<file path="src/rtl/sc_rx_pkg.sv">
// Shared definitions for the smart card character receiver.
// Assumes eight data bits per character with one even parity bit.
package sc_rx_pkg;
    localparam int DATA_BITS = 8;

    typedef enum logic [2:0] {
        ST_IDLE,
        ST_START,
        ST_DATA,
        ST_PARITY,
        ST_GAP,
        ST_SIGNAL
    } rx_state_t;
endpackage

</file>
<file path="src/rtl/sc_rx_sync.sv">
// Synchroniser for the asynchronous serial line.
// Assumes the line idles high; every stage resets to 1 so reset shows no edge.
module sc_rx_sync #(
    parameter int STAGES = 2
) (
    input  logic clk,
    input  logic rst_n,
    input  logic din,
    output logic dout
);
    logic [STAGES-1:0] sh_q;

    // Shift the raw line level through the flop chain.
    always_ff @(posedge clk) begin
        if (!rst_n) sh_q <= '1;
        else        sh_q <= {sh_q[STAGES-2:0], din};
    end

    assign dout = sh_q[STAGES-1];
endmodule

</file>
<file path="src/rtl/sc_rx_framer.sv">
// Character framer: detects the start edge, samples bits at mid-point,
// checks even parity and drives the error signal after a bad parity bit.
// Assumes tick pulses OSR times per ETU and the input is already synchronised.
module sc_rx_framer
    import sc_rx_pkg::*;
#(
    parameter int OSR     = 16,
    parameter int ERR_LEN = 24,
    parameter int DW      = DATA_BITS
) (
    input  logic          clk,
    input  logic          rst_n,
    input  logic          tick,
    input  logic          rx_s,
    output logic          pull_o,
    output logic          done_o,
    output logic [DW-1:0] data_o,
    output logic          perr_o
);
    localparam int HALF    = OSR / 2;
    localparam int CNT_MAX = (OSR > ERR_LEN) ? OSR : ERR_LEN;
    localparam int CW      = $clog2(CNT_MAX + 1);
    localparam int IW      = (DW > 1) ? $clog2(DW) : 1;

    rx_state_t     state_q;
    logic [CW-1:0] cnt_q;
    logic [IW-1:0] idx_q;
    logic [DW-1:0] shreg_q;
    logic          prev_q;
    logic          perr_q;
    logic          done_q;
    logic          pull_q;
    logic          fall;

    assign fall = prev_q & ~rx_s;

    // Remember the previous line level for falling-edge detection.
    always_ff @(posedge clk) begin
        if (!rst_n) prev_q <= 1'b1;
        else        prev_q <= rx_s;
    end

    // Frame sequencer: start check, data shift, parity, gap, error signal.
    always_ff @(posedge clk) begin
        if (!rst_n) begin
            state_q <= ST_IDLE;
            cnt_q   <= '0;
            idx_q   <= '0;
            shreg_q <= '0;
            perr_q  <= 1'b0;
            done_q  <= 1'b0;
            pull_q  <= 1'b0;
        end else begin
            done_q <= 1'b0;
            unique case (state_q)
                ST_IDLE: begin
                    if (fall) begin
                        state_q <= ST_START;
                        cnt_q   <= '0;
                    end
                end
                ST_START: begin
                    if (tick) begin
                        if (cnt_q == CW'(HALF - 1)) begin
                            cnt_q   <= '0;
                            idx_q   <= '0;
                            state_q <= rx_s ? ST_IDLE : ST_DATA;
                        end else begin
                            cnt_q <= cnt_q + 1'b1;
                        end
                    end
                end
                ST_DATA: begin
                    if (tick) begin
                        if (cnt_q == CW'(OSR - 1)) begin
                            cnt_q   <= '0;
                            shreg_q <= {rx_s, shreg_q[DW-1:1]};
                            if (idx_q == IW'(DW - 1)) state_q <= ST_PARITY;
                            else                      idx_q   <= idx_q + 1'b1;
                        end else begin
                            cnt_q <= cnt_q + 1'b1;
                        end
                    end
                end
                ST_PARITY: begin
                    if (tick) begin
                        if (cnt_q == CW'(OSR - 1)) begin
                            cnt_q   <= '0;
                            perr_q  <= ^{shreg_q, rx_s};
                            done_q  <= 1'b1;
                            state_q <= ST_GAP;
                        end else begin
                            cnt_q <= cnt_q + 1'b1;
                        end
                    end
                end
                ST_GAP: begin
                    if (tick) begin
                        if (cnt_q == CW'(HALF - 1)) begin
                            cnt_q <= '0;
                            if (perr_q) begin
                                state_q <= ST_SIGNAL;
                                pull_q  <= 1'b1;
                            end else begin
                                state_q <= ST_IDLE;
                            end
                        end else begin
                            cnt_q <= cnt_q + 1'b1;
                        end
                    end
                end
                ST_SIGNAL: begin
                    if (tick) begin
                        if (cnt_q == CW'(ERR_LEN - 1)) begin
                            cnt_q   <= '0;
                            pull_q  <= 1'b0;
                            state_q <= ST_IDLE;
                        end else begin
                            cnt_q <= cnt_q + 1'b1;
                        end
                    end
                end
                default: state_q <= ST_IDLE;
            endcase
        end
    end

    assign pull_o = pull_q;
    assign done_o = done_q;
    assign data_o = shreg_q;
    assign perr_o = perr_q;

    // Checker counter: ticks spent pulling the line low in the current pulse.
    logic [CW-1:0] pull_ticks_q;
    always_ff @(posedge clk) begin
        if (!rst_n || !pull_q) pull_ticks_q <= '0;
        else if (tick)         pull_ticks_q <= pull_ticks_q + 1'b1;
    end

    AST_ERR_PULSE_LEN: assert property (@(posedge clk) disable iff (!rst_n)
        $fell(pull_q) |-> (pull_ticks_q == CW'(ERR_LEN)));
    AST_NO_PULL_GOOD: assert property (@(posedge clk) disable iff (!rst_n)
        (done_q && !perr_q) |=> !pull_q);
endmodule

</file>
<file path="src/rtl/sc_rx_flags.sv">
// Receive data register, sticky status flags and interrupt requests.
// Assumes done is a one-cycle pulse with data and perr valid alongside it.
module sc_rx_flags #(
    parameter int DW = 8
) (
    input  logic          clk,
    input  logic          rst_n,
    input  logic          done,
    input  logic [DW-1:0] data,
    input  logic          perr,
    input  logic          clr_full,
    input  logic          clr_par,
    input  logic          clr_ovr,
    input  logic          rd_ack,
    input  logic          rie,
    output logic [DW-1:0] rdr,
    output logic          rdrf,
    output logic          perr_f,
    output logic          orer,
    output logic          rx_irq,
    output logic          err_irq
);
    logic good_done;
    assign good_done = done & ~perr;

    // Update the data register and the three flags; a set wins over a clear.
    always_ff @(posedge clk) begin
        if (!rst_n) begin
            rdr    <= '0;
            rdrf   <= 1'b0;
            perr_f <= 1'b0;
            orer   <= 1'b0;
        end else begin
            if (done && (perr || !rdrf)) rdr <= data;

            if (good_done && !rdrf)       rdrf <= 1'b1;
            else if (clr_full || rd_ack)  rdrf <= 1'b0;

            if (done && perr)             perr_f <= 1'b1;
            else if (clr_par)             perr_f <= 1'b0;

            if (good_done && rdrf)        orer <= 1'b1;
            else if (clr_ovr)             orer <= 1'b0;
        end
    end

    assign rx_irq  = rdrf & rie;
    assign err_irq = perr_f | orer;

    AST_GOOD_SETS_FULL: assert property (@(posedge clk) disable iff (!rst_n)
        (good_done && !rdrf) |=> (rdrf && rdr == $past(data)));
    AST_ERR_NO_FULL: assert property (@(posedge clk) disable iff (!rst_n)
        (done && perr && !rdrf) |=> !rdrf);
    AST_ERR_LOADS_DATA: assert property (@(posedge clk) disable iff (!rst_n)
        (done && perr) |=> (perr_f && rdr == $past(data)));
    AST_OVERRUN_HOLD: assert property (@(posedge clk) disable iff (!rst_n)
        (good_done && rdrf) |=> (orer && $stable(rdr)));
endmodule

</file>
<file path="src/rtl/sc_char_rx.sv">
// Top of the smart card character receiver: synchroniser, framer, flags.
// Assumes an open-drain line; line_pull_o = 1 means drive the line low.
module sc_char_rx #(
    parameter int OSR     = 16,
    parameter int ERR_LEN = 24,
    parameter int SYNC    = 2
) (
    input  logic       clk,
    input  logic       rst_n,
    input  logic       os_tick_i,
    input  logic       line_i,
    output logic       line_pull_o,
    output logic [7:0] rx_data_o,
    output logic       rx_full_o,
    output logic       par_err_o,
    output logic       ovr_err_o,
    input  logic       clr_full_i,
    input  logic       clr_par_i,
    input  logic       clr_ovr_i,
    input  logic       rd_ack_i,
    input  logic       rx_ie_i,
    output logic       rx_irq_o,
    output logic       err_irq_o
);
    import sc_rx_pkg::*;

    logic                 rx_s;
    logic                 done;
    logic                 perr;
    logic [DATA_BITS-1:0] data;

    sc_rx_sync #(.STAGES(SYNC)) u_sync (
        .clk  (clk),
        .rst_n(rst_n),
        .din  (line_i),
        .dout (rx_s)
    );

    sc_rx_framer #(.OSR(OSR), .ERR_LEN(ERR_LEN), .DW(DATA_BITS)) u_framer (
        .clk   (clk),
        .rst_n (rst_n),
        .tick  (os_tick_i),
        .rx_s  (rx_s),
        .pull_o(line_pull_o),
        .done_o(done),
        .data_o(data),
        .perr_o(perr)
    );

    sc_rx_flags #(.DW(DATA_BITS)) u_flags (
        .clk     (clk),
        .rst_n   (rst_n),
        .done    (done),
        .data    (data),
        .perr    (perr),
        .clr_full(clr_full_i),
        .clr_par (clr_par_i),
        .clr_ovr (clr_ovr_i),
        .rd_ack  (rd_ack_i),
        .rie     (rx_ie_i),
        .rdr     (rx_data_o),
        .rdrf    (rx_full_o),
        .perr_f  (par_err_o),
        .orer    (ovr_err_o),
        .rx_irq  (rx_irq_o),
        .err_irq (err_irq_o)
    );

    AST_IRQ_TRACKS_FLAGS: assert property (@(posedge clk) disable iff (!rst_n)
        err_irq_o |-> (par_err_o || ovr_err_o));
endmodule

</file>
<file path="config.mk">
export PLATFORM = sky130hd
export DESIGN_NAME = sc_char_rx
export DESIGN_NICKNAME = d
export VERILOG_FILES = /design/src/rtl/sc_rx_pkg.sv /design/src/rtl/sc_rx_sync.sv /design/src/rtl/sc_rx_framer.sv /design/src/rtl/sc_rx_flags.sv /design/src/rtl/sc_char_rx.sv
export SDC_FILE = /design/constraint.sdc
export NUM_CORES = 1
export LEC_CHECK = 0
export ABC_AREA = 1
export ABC_CLOCK_PERIOD_IN_PS = 2200
export BUFFER_PORTS_ARGS = -buffer_cell sky130_fd_sc_hd__buf_2
export CORE_MARGIN = 4
export CORE_UTILIZATION = 58
export DETAILED_ROUTE_END_ITERATION = 12
export PLACE_DENSITY = 0.79
export SLEW_MARGIN = 20
export SYNTH_ARGS = -nofsm -noshare
export SYNTH_HDL_FRONTEND = slang
export SYNTH_SLANG_ARGS = --single-unit
</file>
<file path="constraint.sdc">
create_clock -name clk -period 2.2 [get_ports clk]
set_clock_uncertainty 0.2 [all_clocks]
set_input_delay 0.33 -clock clk [delete_from_list [all_inputs] [get_ports clk]]
set_output_delay 0.33 -clock clk [all_outputs]
set_load 0.03 [all_outputs]
</file>
==> summary by stage <==
Status
The flow ran to the end, and the final reports show no timing, DRC or antenna violations.

Floorplanning
In this run the horizontal extent of the chip is around 67 µm. The number of top-level pins is 23. The initial core utilization is around 60%. The floorplan step set the die height to about 67 µm. The site row count is 21.

The core region is ~0.0033 mm². The floorplan step defined a die boundary enclosing between 0.004 and 0.005 mm².

Drt
The pre-antenna-repair detailed-routing pass consisted of 5 iterations. The final wirelength is just over 4000 µm. In this run the remaining antenna-violating nets after routing total 0. The DRC violations left is 0. Summing over every cut layer, the via total after detailed routing is about 1900. In the final routed layout, each cell accounts on average for 11.7 µm. The number of vias per cell is between 5 and 6.

The starting DRC count in detailed routing is between 100 and 150.

Logic synthesis
The synthesized netlist devotes roughly 3.1% of its cell area to adder and majority cells. The average cell area after synthesis is about 7.1 µm². The xor/xnor cell area share of the yosys netlist is approximately 1.3%. The number of warning messages in the yosys log is 0.

The multiplexer fraction of the synthesized cell area is 0%. Synthesis produced 282 cells. The synthesized design contains 36 register bits. The simple-gate area share of the yosys netlist is around 37%. For this run, the register share of the synthesized area comes to 36.1%. The synthesized netlist net count is between 200 and 300.

Summing the areas of all compound-gate instances in the mapped netlist gives roughly 12% of the synthesized area. After synthesis, the largest family of logic cells by area is simple AND/OR/NAND/NOR gates. The cell area after technology mapping is about 0.002 mm². The number of unique standard cell types used by synthesis is 31.

STA
Timing would allow up to approximately 500 MHz. For the pin with the worst max-slew slack, the measured transition is 0.356 ns. The total negative slack for setup checks is 0 ns. Setup violations remaining at the end of the flow were counted as 0. The number of hold violations in the final report is 0. Setup repair after global routing left no endpoint under its margin.

After layout, the minimum clock period comes to 2.02 ns. The final critical path takes up between 90% and 100% of the cycle. The max-slew violation count is 0. The relative max-transition margin is around three quarters.

Power
In this run the power density over the cells is 991 mW/mm². The leakage power summed over all cells is approximately 1.0 nW. The peak supply drop is slightly above 0.5 mV. The overall power is ~2.2 mW.

Min path
The path category of the worst min-delay check is input pin to flop.

Setup path
Data on the critical path is required at its endpoint by between 2 and 2.5 ns. The data arrival at the endpoint of the critical path is about 2.1 ns. The cell family with the largest share of critical-path delay is simple AND/OR/NAND/NOR gates. In this design, the stage delay of the slowest critical-path cell is about 0.38 ns. The sort of element at the end of the critical path is a flop. Counting stages on the worst path, the most repeated cell is sky130_fd_sc_hd__nand2_2. By startpoint and endpoint, the worst setup path is classified as flop to flop. The critical path contains buffers and inverters numbering 0 combined. STA classifies the critical path startpoint as a flop. Of all nets on the critical path, the largest fanout is 8. The signal on the critical path passes through ha_2 > nand2_2 > nor2_2 > ha_2 > nand2_2 > nand3_2 > nand2_4 > nor2_8 > nand2_2 > nor2_2 > nor2_1 > nor2_1. The slowest stage of the critical path is the sky130_fd_sc_hd__dfxtp_2 cell.

GRT
Entering global routing, the biggest net connects 20 pins. The number of antenna violations at the first check in global routing is 0. The first global-routing pass estimated 7570 µm of wire. The via count of the first global-routing pass was ~1700. The residual overflow from global routing is 0.

Across every metal layer, demand over resource in global routing totals 21.6%.

Clocking
The cell at the root of the clock tree is sky130_fd_sc_hd__clkbuf_4. The H-tree was split into 2 levels. The number of sinks handled by clock tree synthesis is 36. TritonCTS built the clock tree. The maximum clock path buffer count is 2. Clock-pin slew was measured on the worst setup and hold paths at 0.12 ns. Buffers added to address setup during post-CTS repair amount to 0. At the later pin of the worst-skew pair, clock insertion delay measures about 0.33 ns. Counting the buffers created by CTS gives 5.

Cells and area
The filler cells instantiated in the layout total between 300 and 400. The number of nets in the layout is between 300 and 400. Excluding fillers, the count of instances in the completed layout stands at roughly 360.

0 antenna diodes ended up in the layout. Once layout is done, the placed cells without fillers occupy about 0.0023 mm². For this run, the share of the core covered by cells in the final layout is about two thirds. In the final layout, the share of cells above drive strength 1 is 21.9%. The layout-stage area growth over the synthesis result is 13.2%.

Placed design
The placed instance count is about 350. The post-placement cell area is approximately 0.0021 mm². The number of buffers added on ports is 22. The global placer's final weighted congestion is around 0.9. Detailed placement ended at an HPWL of approximately 3200 µm.

Flow run
Max-cap violations in this run came to 0.
## cells by family (layout without fill, tap and decap cells)
| group | Yosys count | after routing |
|---|---|---|
| AND/OR/NAND/NOR | 146 | 146 |
| buffers and inverters | 47 | 75 |
| AO/OA/AOI/OAI | 45 | 45 |
| flip-flops | 36 | 36 |
| adder cells (fa/ha/maj) | 5 | 5 |
| XOR/XNOR | 3 | 3 |
## placed cells by master (no fill, tap or decap), types with 5 or more instances in the layout
cell	n
sky130_fd_sc_hd__inv_1	35
sky130_fd_sc_hd__a21oi_1	25
sky130_fd_sc_hd__nand3_1	26
sky130_fd_sc_hd__clkbuf_4	5
sky130_fd_sc_hd__o21ai_0	15
sky130_fd_sc_hd__buf_2	22
sky130_fd_sc_hd__dfxtp_1	34
sky130_fd_sc_hd__nand2_2	7
sky130_fd_sc_hd__nor2_1	22
sky130_fd_sc_hd__nand2_1	59
sky130_fd_sc_hd__nand4_1	10
## stage by stage
| stage | hold slack (ns) | worst slack, ns |
|---|---|---|
| finish | 0.0308 | 0.182 |
| global route | 0.0339 | 0.0135 |
| CTS | 0.0202 | 0.0351 |
| detailed placement | 0.198 | 0.0687 |
| global placement | 0.199 | 0.126 |
| floorplan | 0.193 | 0.246 |
## cells in the mapped netlist (all sizes together)
library cell / count / area (µm²)
a21oi: 26 / 141
nor3: 4 / 20.0
inv: 39 / 146
o21a: 2 / 15.0
dfxtp: 36 / 721
or2: 3 / 18.8
o22ai: 1 / 6.26
xor2: 1 / 8.76
clkbuf: 2 / 7.51
ha: 5 / 62.6
nand2: 68 / 285
nand3: 29 / 168
o211ai: 1 / 7.51
clkinv: 1 / 3.75
o21ai: 15 / 75.1
nand4: 11 / 75.1
xnor2: 2 / 17.5
nor2: 31 / 179
buf: 5 / 40.0
## worst reg2reg max path: stages (launching register included)
cell	delay, ns
sky130_fd_sc_hd__dfxtp_2	0.38
sky130_fd_sc_hd__ha_2	0.21
sky130_fd_sc_hd__nand2_2	0.09
sky130_fd_sc_hd__nor2_2	0.12
sky130_fd_sc_hd__ha_2	0.20
sky130_fd_sc_hd__nand2_2	0.09
sky130_fd_sc_hd__nand3_2	0.10
sky130_fd_sc_hd__nand2_4	0.07
sky130_fd_sc_hd__nor2_8	0.16
sky130_fd_sc_hd__nand2_2	0.07
sky130_fd_sc_hd__nor2_2	0.12
sky130_fd_sc_hd__nor2_1	0.06
sky130_fd_sc_hd__nor2_1	0.11
## state kept, by name (all words and copies together) (netlist names)
register	flops
u_flags.orer	1
u_flags.perr_f	1
u_flags.rdr	8
u_flags.rdrf	1
u_framer.cnt_q	5
u_framer.data_o	8
u_framer.done_o	1
u_framer.idx_q	3
u_framer.perr_o	1
u_framer.prev_q	1
u_framer.pull_o	1
u_framer.state_q	3
u_sync.sh_q	2
## repair_timing
| item | in CTS | in global routing |
|---|---|---|
| setup endpoints to repair | 0 | 11 |
| endpoints found under the hold margin | 1 | 0 |
| resized for setup | 0 | 8 |
| hold buffers | 1 | 0 |
## area by class of cell
cell class	count	area (µm²)	area share [%]
clock buffer	5	37.5	1.66
clock inverter	3	46.3	2.05
inverter	40	150	6.64
multi-input combinational	199	1090	48.4
sequential	36	726	32.1
tap	46	57.6	2.54
timing repair buffer	27	150	6.64
## worst paths after layout
check / start / end / slack, ns / depth (start not counted)
min: clr_ovr_i / u_flags.orer / 0.03 / 4
min reg2reg: u_sync.sh_q[0] / u_sync.sh_q[1] / 0.23 / 1
max: u_framer.cnt_q[1] / u_framer.state_q[0] / 0.18 / 12
max reg2reg: u_framer.cnt_q[1] / u_framer.state_q[0] / 0.18 / 12
## power breakdown
group          switching, mW  internal (mW)  total, mW
registers             0.0623          0.695      0.758
logic                  0.661          0.342       1.00
clock network          0.239          0.243      0.482
total                  0.962           1.28       2.24
## metal layers
metal,track usage [%],up-vias,share of wire (%)
met5,0,-,0
met2,36.8,43,49
li1,-,966,-
met1,27.7,876,46
met3,4.72,4,4.3
met4,5.33,0,0.92
No activity file was read; power rests on OpenSTA's default activity.
